## config.mk

```make
export PLATFORM = sky130hd
export DESIGN_NAME = cmd_splitter
export DESIGN_NICKNAME = d
export VERILOG_FILES = /design/src/rtl/csplit_pkg.sv /design/src/rtl/csplit_hdr_buf.sv /design/src/rtl/csplit_len_check.sv /design/src/rtl/csplit_boundary.sv /design/src/rtl/cmd_splitter.sv
export SDC_FILE = /design/constraint.sdc
export NUM_CORES = 1
export LEC_CHECK = 0
export BUFFER_PORTS_ARGS = -buffer_cell sky130_fd_sc_hd__buf_2
export CAP_MARGIN = 15
export CORE_MARGIN = 5
export CORE_UTILIZATION = 40
export DETAILED_ROUTE_END_ITERATION = 6
export GPL_TIMING_DRIVEN = 0
export SYNTH_ARGS = -nofsm -noshare
export SYNTH_HDL_FRONTEND = slang
export SYNTH_SLANG_ARGS = --single-unit
export TNS_END_PERCENT = 1
```

## constraint.sdc

```tcl
create_clock -name clk -period 4.6 [get_ports clk]
set_input_delay 0.46 -clock clk [delete_from_list [all_inputs] [get_ports clk]]
set_output_delay 0.46 -clock clk [all_outputs]
set_load 0.005 [all_outputs]
```

## src/rtl/csplit_pkg.sv

```systemverilog
package csplit_pkg;
    localparam int HDR_BYTES  = 4;
    localparam int LEN_LO_POS = 2;

    typedef enum logic [2:0] {
        ST_IDLE,
        ST_HDR,
        ST_EMIT,
        ST_PAY,
        ST_DROP
    } st_e;
endpackage

```

## src/rtl/csplit_hdr_buf.sv

```systemverilog
module csplit_hdr_buf #(
    parameter int DATA_W = 8,
    parameter int NBYTES = 4,
    parameter int LO_POS = 2,
    localparam int IDX_W = $clog2(NBYTES)
) (
    input  logic              clk,
    input  logic              rst_n,
    input  logic              wr_en,
    input  logic [IDX_W-1:0]  wr_idx,
    input  logic [DATA_W-1:0] wr_data,
    input  logic [IDX_W-1:0]  rd_idx,
    output logic [DATA_W-1:0] rd_data,
    output logic [DATA_W-1:0] len_lo
);
    logic [DATA_W-1:0] byte_q [NBYTES];

    for (genvar g = 0; g < NBYTES; g++) begin : g_slot
        always_ff @(posedge clk or negedge rst_n) begin
            if (!rst_n) begin
                byte_q[g] <= '0;
            end else if (wr_en && (wr_idx == IDX_W'(g))) begin
                byte_q[g] <= wr_data;
            end
        end
    end

    assign rd_data = byte_q[rd_idx];
    assign len_lo  = byte_q[LO_POS];
endmodule

```

## src/rtl/csplit_len_check.sv

```systemverilog
module csplit_len_check #(
    parameter int LEN_W  = 16,
    parameter int NBYTES = 4
) (
    input  logic [LEN_W-1:0] decl_len,
    input  logic [LEN_W-1:0] rem_after,
    output logic             too_short,
    output logic             too_long,
    output logic [LEN_W-1:0] pay_len
);
    always_comb begin
        too_short = decl_len < LEN_W'(NBYTES);
        pay_len   = decl_len - LEN_W'(NBYTES);
        too_long  = !too_short && (pay_len > rem_after);
    end
endmodule

```

## src/rtl/csplit_boundary.sv

```systemverilog
module csplit_boundary #(
    parameter int LEN_W  = 16,
    parameter int NBYTES = 4
) (
    input  logic [LEN_W-1:0] b_rem,
    output logic             go_idle,
    output logic             go_short
);
    always_comb begin
        go_idle  = (b_rem == '0);
        go_short = (b_rem != '0) && (b_rem < LEN_W'(NBYTES));
    end
endmodule

```

## src/rtl/cmd_splitter.sv

```systemverilog
module cmd_splitter
    import csplit_pkg::*;
#(
    parameter int DATA_W = 8,
    localparam int LEN_W = 2 * DATA_W,
    localparam int IDX_W = $clog2(HDR_BYTES)
) (
    input  logic              clk,
    input  logic              rst_n,
    input  logic              in_valid,
    output logic              in_ready,
    input  logic [DATA_W-1:0] in_data,
    input  logic              in_first,
    input  logic [LEN_W-1:0]  in_xfer_len,
    output logic              out_valid,
    input  logic              out_ready,
    output logic [DATA_W-1:0] out_data,
    output logic              out_sop,
    output logic              out_eop,
    output logic              out_hdr,
    output logic              err_o
);
    localparam logic [IDX_W-1:0] LAST_IDX = IDX_W'(HDR_BYTES - 1);

    typedef struct packed {
        st_e              st;
        logic [IDX_W-1:0] idx;
        logic [LEN_W-1:0] rem;
        logic [LEN_W-1:0] mrem;
        logic             err;
    } state_t;

    state_t s_d, s_q;

    logic              hb_we;
    logic [IDX_W-1:0]  hb_widx;
    logic [DATA_W-1:0] hb_rd;
    logic [DATA_W-1:0] hb_lo;
    logic              lc_short, lc_long;
    logic [LEN_W-1:0]  lc_pay;
    logic [LEN_W-1:0]  b_rem;
    logic              bd_idle, bd_short;
    logic              take_bnd;

    csplit_hdr_buf #(
        .DATA_W (DATA_W),
        .NBYTES (HDR_BYTES),
        .LO_POS (LEN_LO_POS)
    ) u_hdr_buf (
        .clk     (clk),
        .rst_n   (rst_n),
        .wr_en   (hb_we),
        .wr_idx  (hb_widx),
        .wr_data (in_data),
        .rd_idx  (s_q.idx),
        .rd_data (hb_rd),
        .len_lo  (hb_lo)
    );

    csplit_len_check #(
        .LEN_W  (LEN_W),
        .NBYTES (HDR_BYTES)
    ) u_len_check (
        .decl_len  ({in_data, hb_lo}),
        .rem_after (s_q.rem - LEN_W'(1)),
        .too_short (lc_short),
        .too_long  (lc_long),
        .pay_len   (lc_pay)
    );

    csplit_boundary #(
        .LEN_W  (LEN_W),
        .NBYTES (HDR_BYTES)
    ) u_boundary (
        .b_rem    (b_rem),
        .go_idle  (bd_idle),
        .go_short (bd_short)
    );

    always_comb begin
        s_d       = s_q;
        s_d.err   = 1'b0;
        in_ready  = 1'b0;
        out_valid = 1'b0;
        out_data  = hb_rd;
        out_sop   = 1'b0;
        out_eop   = 1'b0;
        out_hdr   = 1'b0;
        hb_we     = 1'b0;
        hb_widx   = s_q.idx;
        b_rem     = s_q.rem;
        take_bnd  = 1'b0;

        case (s_q.st)
            ST_IDLE: begin
                in_ready = 1'b1;
                if (in_valid && in_first) begin
                    hb_we   = 1'b1;
                    hb_widx = '0;
                    s_d.rem = in_xfer_len - LEN_W'(1);
                    s_d.idx = IDX_W'(1);
                    if (in_xfer_len < LEN_W'(HDR_BYTES)) begin
                        s_d.err = 1'b1;
                        s_d.st  = (in_xfer_len <= LEN_W'(1)) ? ST_IDLE : ST_DROP;
                    end else begin
                        s_d.st = ST_HDR;
                    end
                end
            end
            ST_HDR: begin
                in_ready = 1'b1;
                if (in_valid) begin
                    hb_we   = 1'b1;
                    s_d.rem = s_q.rem - LEN_W'(1);
                    if (s_q.idx == LAST_IDX) begin
                        if (lc_short || lc_long) begin
                            s_d.err = 1'b1;
                            s_d.st  = (s_q.rem == LEN_W'(1)) ? ST_IDLE : ST_DROP;
                        end else begin
                            s_d.st   = ST_EMIT;
                            s_d.idx  = '0;
                            s_d.mrem = lc_pay;
                        end
                    end else begin
                        s_d.idx = s_q.idx + IDX_W'(1);
                    end
                end
            end
            ST_EMIT: begin
                out_valid = 1'b1;
                out_hdr   = 1'b1;
                out_sop   = (s_q.idx == '0);
                out_eop   = (s_q.idx == LAST_IDX) && (s_q.mrem == '0);
                if (out_ready) begin
                    if (s_q.idx == LAST_IDX) begin
                        s_d.idx = '0;
                        if (s_q.mrem == '0) begin
                            take_bnd = 1'b1;
                        end else begin
                            s_d.st = ST_PAY;
                        end
                    end else begin
                        s_d.idx = s_q.idx + IDX_W'(1);
                    end
                end
            end
            ST_PAY: begin
                out_valid = in_valid;
                in_ready  = out_ready;
                out_data  = in_data;
                out_eop   = (s_q.mrem == LEN_W'(1));
                if (in_valid && out_ready) begin
                    s_d.rem  = s_q.rem - LEN_W'(1);
                    s_d.mrem = s_q.mrem - LEN_W'(1);
                    if (s_q.mrem == LEN_W'(1)) begin
                        take_bnd = 1'b1;
                        b_rem    = s_q.rem - LEN_W'(1);
                    end
                end
            end
            ST_DROP: begin
                in_ready = 1'b1;
                if (in_valid) begin
                    s_d.rem = s_q.rem - LEN_W'(1);
                    if (s_q.rem == LEN_W'(1)) begin
                        s_d.st = ST_IDLE;
                    end
                end
            end
            default: begin
                s_d.st = ST_IDLE;
            end
        endcase

        if (take_bnd) begin
            s_d.rem = b_rem;
            if (bd_idle) begin
                s_d.st = ST_IDLE;
            end else if (bd_short) begin
                s_d.err = 1'b1;
                s_d.st  = ST_DROP;
            end else begin
                s_d.st  = ST_HDR;
                s_d.idx = '0;
            end
        end
    end

    always_ff @(posedge clk or negedge rst_n) begin
        if (!rst_n) begin
            s_q <= '{st: ST_IDLE, idx: '0, rem: '0, mrem: '0, err: 1'b0};
        end else begin
            s_q <= s_d;
        end
    end

    assign err_o = s_q.err;

    // after a message end is taken, the next cycle carries no output byte
    a_r2_eop_gap: assert property (@(posedge clk) disable iff (!rst_n)
        (out_valid && out_ready && out_eop) |=> !out_valid);

    // a message start always lies inside the header
    a_r6_sop_hdr: assert property (@(posedge clk) disable iff (!rst_n)
        (out_valid && out_sop) |-> out_hdr);

    // an error pulse never coincides with forwarded data
    a_r3_err_quiet: assert property (@(posedge clk) disable iff (!rst_n)
        err_o |-> !out_valid);

    // a stalled header byte stays put
    a_r8_hdr_hold: assert property (@(posedge clk) disable iff (!rst_n)
        (out_valid && out_hdr && !out_ready) |=> (out_valid && $stable(out_data)));

    // the input is taken without stall while no transfer is open
    a_r7_idle_ready: assert property (@(posedge clk) disable iff (!rst_n)
        (s_q.st == ST_IDLE) |-> in_ready);
endmodule

```

==> impl_metrics.json, run 1 <==
{
  "routedWlPerCell_um": 20.3,
  "ys_seq_area_share_pct": 30.9,
  "cts_made_buffers": 9,
  "grt_start_max_net_pins": 41,
  "htreeDepth": 3,
  "clock_power_share_pct": 17.1,
  "peakVddDrop_uv": 333,
  "cp-startpoint": "s_q[17]$_DFFE_PN0P_",
  "setup_slack_ps": 226,
  "numPortBuffers": 38,
  "grt_use_met3_pct": 3.42,
  "critPathMaxFanout": 10,
  "fin_setup_tns_ps": 0,
  "hold_class": "in -> async",
  "p_seq_share_pct": 25.8,
  "clockBufferDepth": 2,
  "antenna_found_initial": 0,
  "rows": 43,
  "yosys_register_bits": 70,
  "utilization_pct": 46.6,
  "gr-total-overflow": 0,
  "reg2reg_from": "s_q[17]$_DFFE_PN0P_",
  "synth_ff_type": "dfrtp_1",
  "grt_pass1_wl_mm": 28.3,
  "finClkSkew_ps": 7.25,
  "setup_viol": 0,
  "netlist.area_leader.share_pct": 30.9,
  "finalWeightedCongestion": 0.944,
  "cts-root-buf": "clkbuf_16",
  "drt_iter0_drc": 454,
  "critPathLaunchType": "flop",
  "pre_cts_ws_ps": -14.1,
  "synthCells": 634,
  "cp.arrival_ps": 4640,
  "grt_setup_unrepaired": "true",
  "syn_area_um2": 5670,
  "grt.busiest_layer": "met2",
  "avgSynthCellArea_um2": 8.95,
  "worstMarginPinSlew_ps": 842,
  "fmax_ghz": 0.229,
  "initial_utilization_pct": 40.9,
  "hpwl_mm": 13.4,
  "syn_nets": 686,
  "async_flop_share_pct": 100,
  "synth.distinct_cells": 75,
  "dpl.cell_count": 853,
  "n_antenna_cell": 0,
  "grt_pass1_vias": 5152,
  "vias": 5346,
  "dpl_cell_area_um2": 6120,
  "track_usage_pct": 21.7,
  "hold_viol": 0,
  "vias_per_cell": 6.14,
  "p_per_area_nw_per_um2": 704,
  "fp.dieArea_um2": 16700,
  "outcome": "finished clean",
  "ios": 43,
  "drc": 0,
  "path_class": "reg -> reg",
  "p_sw_share_pct": 45.1,
  "p_switching_mw": 2.05,
  "drtAntennaViolNets": 0,
  "slew_violations": 0,
  "final_cells": 870,
  "min_period_ps": 4370,
  "use_met2_pct": 32.7,
  "maxCapViolCount": 0,
  "fin_crit_sh_pct": 95.1,
  "die_h_um": 129,
  "coreArea_um2": 13900,
  "cts_tree": "built",
  "firstDrtPassIters": 5,
  "synth_area_leaders": "dfrtp_1, mux2_2, ha_1",
  "syn_to_final_growth_pct": 13.9,
  "clk_latency_ps": 350,
  "fin_area_um2": 6460,
  "required_ps": 4860,
  "layout-drive-gt1-share_pct": 18.6,
  "intPower_mw": 2.50,
  "leakage_nw": 2.60,
  "dieWidth_um": 129,
  "crit_path_end_kind": "flop",
  "slew_headroom_pct": 43.1,
  "ys_warn_count": 0,
  "final_net_count": 737,
  "hold_buffers": 0,
  "synth_edf_count": 0,
  "clock_sinks": 70,
  "met1_usage_pct": 31.5,
  "p_comb_share_pct": 57.1,
  "clk_pin_slew_ps": 60,
  "fillerInstances": 1350,
  "synth_top_area_cell": "dfrtp_1",
  "wirelength_mm": 17.6
}
[synthesized netlist by cell type, types with 11 or more instances]
cell type,count
nand2_1,74
nor2_1,41
o21ai_0,25
o22ai_1,13
dfrtp_1,70
a22o_1,11
a21oi_1,24
ha_1,23
xor2_1,16
clkbuf_1,32
nor3_1,30
mux2_2,32
nand3_1,17
inv_1,17
xnor2_1,21
[flip-flops by register name (all words and copies together) (netlist names)]
register,count
u_hdr_buf.len_lo,8
u_hdr_buf.byte_q,24
err_o,1
s_q,37
[worst max-delay path, stage by stage, from the launching register on]
cell      delay [ps]
dfrtp_1          380
clkbuf_1         230
inv_1            160
ha_1             200
clkbuf_2         260
nor2b_1          230
nand4_1          200
nor3_4           240
xnor2_1          180
ha_1             330
and4_1           260
nand3_1          110
and3b_1          220
mux2i_1           90
a211o_1          260
a21oi_2          300
o21a_4           260
buf_12           160
mux2i_1          190
[through the flow]
stage | hold slack, ps | power, mW
after global placement | 481 | 3.65
after floorplan | 164 | 2.98
after CTS | 70.0 | 4.52
after global routing | 93.2 | 4.91
after detailed placement | 439 | 3.72
final | 58.0 | 4.55
[repair_timing]
action	in CTS	in global routing
gates resized for setup	1	3
endpoints found under the setup margin	15	21
setup buffers	0	1
[layer usage]
layer / up-vias / share of wire [%]
met3: 31 / 6.3
met1: 2627 / 46
met2: 208 / 46
li1: 2480 / -
met4: 0 / 2.3
met5: - / 0
[logic make-up after synthesis]
family | synth area share, %
simple gates | 23.2
compound gates | 20.0
flops | 30.9
buf+inv | 4.37
mux | 10.2
xor+xnor | 6.00
fa+ha+maj | 5.27
[power by group through the flow]
stage / clock [mW] / sequential [mW] / combinational [mW]
2_1_floorplan: 0 / 1.09 / 1.90
3_3_place_gp: 0 / 1.15 / 2.50
3_5_place_dp: 0 / 1.17 / 2.55
4_1_cts: 0.792 / 1.16 / 2.56
5_1_grt: 0.816 / 1.21 / 2.88
6_report: 0.780 / 1.17 / 2.60
[cell usage in the layout (no fill, tap or decap), types with 10 or more instances in the layout]
cell / instances
dfrtp_1: 70
clkbuf_1: 31
inv_1: 17
nor3_1: 29
xor2_1: 16
nand2_1: 74
o22ai_1: 13
ha_1: 23
nand4_1: 10
o21ai_0: 25
xnor2_1: 21
a22o_1: 11
nand3_1: 17
mux2_2: 32
nor2_1: 41
buf_2: 42
a21oi_1: 24
[path summary, 6_finish.rpt]
kind / cells past startpoint / to / slack (ps)
hold reg to reg: 1 / u_hdr_buf.byte_q[28]$_DFFE_PN0P_ / 510
min in group clk: 2 / u_hdr_buf.byte_q[23]$_DFFE_PN0P_ / 480
setup / recovery: 18 / s_q[2]$_DFFE_PN0P_ / 230
setup reg to reg: 18 / s_q[2]$_DFFE_PN0P_ / 230
max in group asynchronous: 2 / s_q[32]$_DFFE_PN0P_ / 3980
hold / removal: 1 / u_hdr_buf.byte_q[29]$_DFFE_PN0P_ / 60
[final cells by class]
type,instances,area (µm²),share of cell area [%]
multi-input cells,506,3690,57.0
clock inverters,6,93.8,1.45
flip-flops and latches,70,1750,27.1
clock buffers,10,229,3.54
inverters,17,63.8,0.987
plain buffers,41,185,2.87
repair buffers,40,228,3.52
well taps,180,225,3.48
Note: power is estimated with default switching activity, not from simulation.
==> run 2: changes to the inputs <==
--- a/config.mk
+++ b/config.mk
@@ -8,9 +8,10 @@
 export BUFFER_PORTS_ARGS = -buffer_cell sky130_fd_sc_hd__buf_2
 export CAP_MARGIN = 15
 export CORE_MARGIN = 5
-export CORE_UTILIZATION = 40
+export CORE_UTILIZATION = 59
 export DETAILED_ROUTE_END_ITERATION = 6
 export GPL_TIMING_DRIVEN = 0
+export PLACE_DENSITY = 0.78
 export SYNTH_ARGS = -nofsm -noshare
 export SYNTH_HDL_FRONTEND = slang
 export SYNTH_SLANG_ARGS = --single-unit
==> run 2 against run 1 <==
Worst hold slack improved by 150 ps. Critical path depth did not move. Non-clock buffer count fell by 1. Cell count down 6.0%. Clock power is 24% lower. Count of clock-buffer cells in the layout down 1. Die area fell by 30%. Critical path type unchanged. Critical endpoint unchanged.
==> impl_metrics.json, run 2 (synthesis results as in run 1) <==
{
  "htreeDepth": 3,
  "grt_pass1_vias": 5178,
  "critPathMaxFanout": 10,
  "hold_buffers": 0,
  "grt_pass1_wl_mm": 27.0,
  "p_comb_share_pct": 59.4,
  "fin_crit_sh_pct": 97.4,
  "track_usage_pct": 29.3,
  "initial_utilization_pct": 60.8,
  "drc": 0,
  "crit_path_end_kind": "flop",
  "numPortBuffers": 38,
  "clock_power_share_pct": 13.6,
  "fin_area_um2": 6270,
  "cts_tree": "built",
  "vias_per_cell": 6.65,
  "fmax_ghz": 0.223,
  "hold_class": "in -> async",
  "required_ps": 4880,
  "p_switching_mw": 2.03,
  "maxCapViolCount": 0,
  "syn_to_final_growth_pct": 10.5,
  "setup_viol": 0,
  "cp-startpoint": "s_q[17]$_DFFE_PN0P_",
  "drtAntennaViolNets": 0,
  "cts-root-buf": "clkbuf_8",
  "n_antenna_cell": 0,
  "p_sw_share_pct": 46.6,
  "layout_common_cells": "nand2_1, dfrtp_1, buf_2, nor2_1, mux2_2",
  "p_seq_share_pct": 27.0,
  "dieWidth_um": 108,
  "intPower_mw": 2.33,
  "grt_start_max_net_pins": 71,
  "layout-drive-gt1-share_pct": 18.6,
  "largest_reg_flops": 37,
  "drt_iter0_drc": 469,
  "path_class": "reg -> reg",
  "clk_latency_ps": 360,
  "largest_register": "s_q",
  "hold_viol": 0,
  "p_per_area_nw_per_um2": 696,
  "routedWlPerCell_um": 20.3,
  "power_mw": 4.36,
  "critPathLaunchType": "flop",
  "firstDrtPassIters": 5,
  "final_net_count": 736,
  "hpwl_mm": 12.5,
  "rows": 35,
  "cp.arrival_ps": 4760,
  "clockBufferDepth": 2,
  "peakVddDrop_uv": 439,
  "slew_headroom_pct": 39.9,
  "clk_pin_slew_ps": 90,
  "worstMarginPinSlew_ps": 902,
  "clock_sinks": 70,
  "ios": 43,
  "gr-total-overflow": 0,
  "finClkSkew_ps": 18.2,
  "grt_setup_unrepaired": "true",
  "finalWeightedCongestion": 0.976,
  "reg2reg_from": "s_q[17]$_DFFE_PN0P_",
  "cts_made_buffers": 9,
  "outcome": "finished clean",
  "min_period_ps": 4480,
  "die_h_um": 108,
  "dpl_cell_area_um2": 6030,
  "slew_violations": 0,
  "leakage_nw": 2.55,
  "vias": 5440,
  "antenna_found_initial": 0,
  "fp.dieArea_um2": 11700,
  "coreArea_um2": 9330,
  "final_common_cell": "nand2_1",
  "wirelength_mm": 16.6
}
[run 2: cell types whose count changed in the layout (fill, tap and decap cells not counted), sizes merged]
cell,before,now
buf,50,48
inv,19,20
[run 2: path summary, 6_finish.rpt]
kind                                                    endpoint  slack, ps  cells past startpoint
max in group asynchronous        u_hdr_buf.byte_q[2]$_DFFE_PN0P_       3800                      1
worst max register to register                s_q[2]$_DFFE_PN0P_        120                     18
min in group clk                u_hdr_buf.byte_q[31]$_DFFE_PN0P_        460                      2
worst max-delay path                          s_q[2]$_DFFE_PN0P_        120                     18
worst min-delay path                          s_q[8]$_DFFE_PN0P_        200                      1
worst min register to register  u_hdr_buf.byte_q[30]$_DFFE_PN0P_        510                      1
[run 2: worst max-delay path: stages, from the launching register on]
cell and delay (ps):
dfrtp_1 400, clkbuf_1 220, inv_1 150, ha_1 190, clkbuf_2 250, nor2b_1 270
nand4_1 250, nor3_2 290, xnor2_1 180, ha_1 330, and4_1 260, nand3_1 110
and3b_1 220, mux2i_1 100, a211o_1 270, a21oi_2 320, o21a_4 260, buf_12 160
mux2i_1 180
[run 2: layer usage]
layer  wire length [µm]  GRT usage [%]  part of all wire, %  vias up
met1               7460           42.7                   45     2640
li1                   -              -                    -     2473
met3               1320           5.73                  7.9       41
met4                433           9.56                  2.6        0
met5                  0              0                    0        -
met2               7420           43.8                   45      286
[run 2: final cells by class]
class / instances / area, µm²
buffer: 41 / 185
clock buffer: 9 / 124
clock inverter: 7 / 103
fill: 796 / 3060
inverter: 17 / 63.8
multi-input combinational: 506 / 3680
sequential: 70 / 1750
tap: 129 / 161
timing repair buffer: 39 / 200
[run 2: power groups by stage]
stage,clock network [mW],registers (mW),logic (mW)
final,0.594,1.18,2.59
after global routing,0.620,1.21,2.84
after CTS,0.604,1.17,2.54
after detailed placement,0,1.18,2.52
after global placement,0,1.16,2.44
after floorplan,0,1.09,1.90
[run 2: what timing repair did]
item                       4_1_cts  5_1_grt
gates resized for setup          1        2
pin swaps                        0        1
setup buffers                    0        1
setup endpoints to repair        6       19
hold endpoints to repair         0        0
[run 2: metrics by stage]
stage | util (%) | TNS, ps | instances | worst slack (ps) | hold WS, ps
floorplan | - | 0 | 634 | 727 | 164
global placement | 64.6 | 0 | 801 | 85.2 | 481
detailed placement | 64.6 | 0 | 801 | 8.71 | 492
CTS | 67.1 | 0 | 817 | 82.4 | 237
global route | 67.2 | -269 | 818 | -47.0 | 293
finish | 67.2 | 0 | 818 | 121 | 204
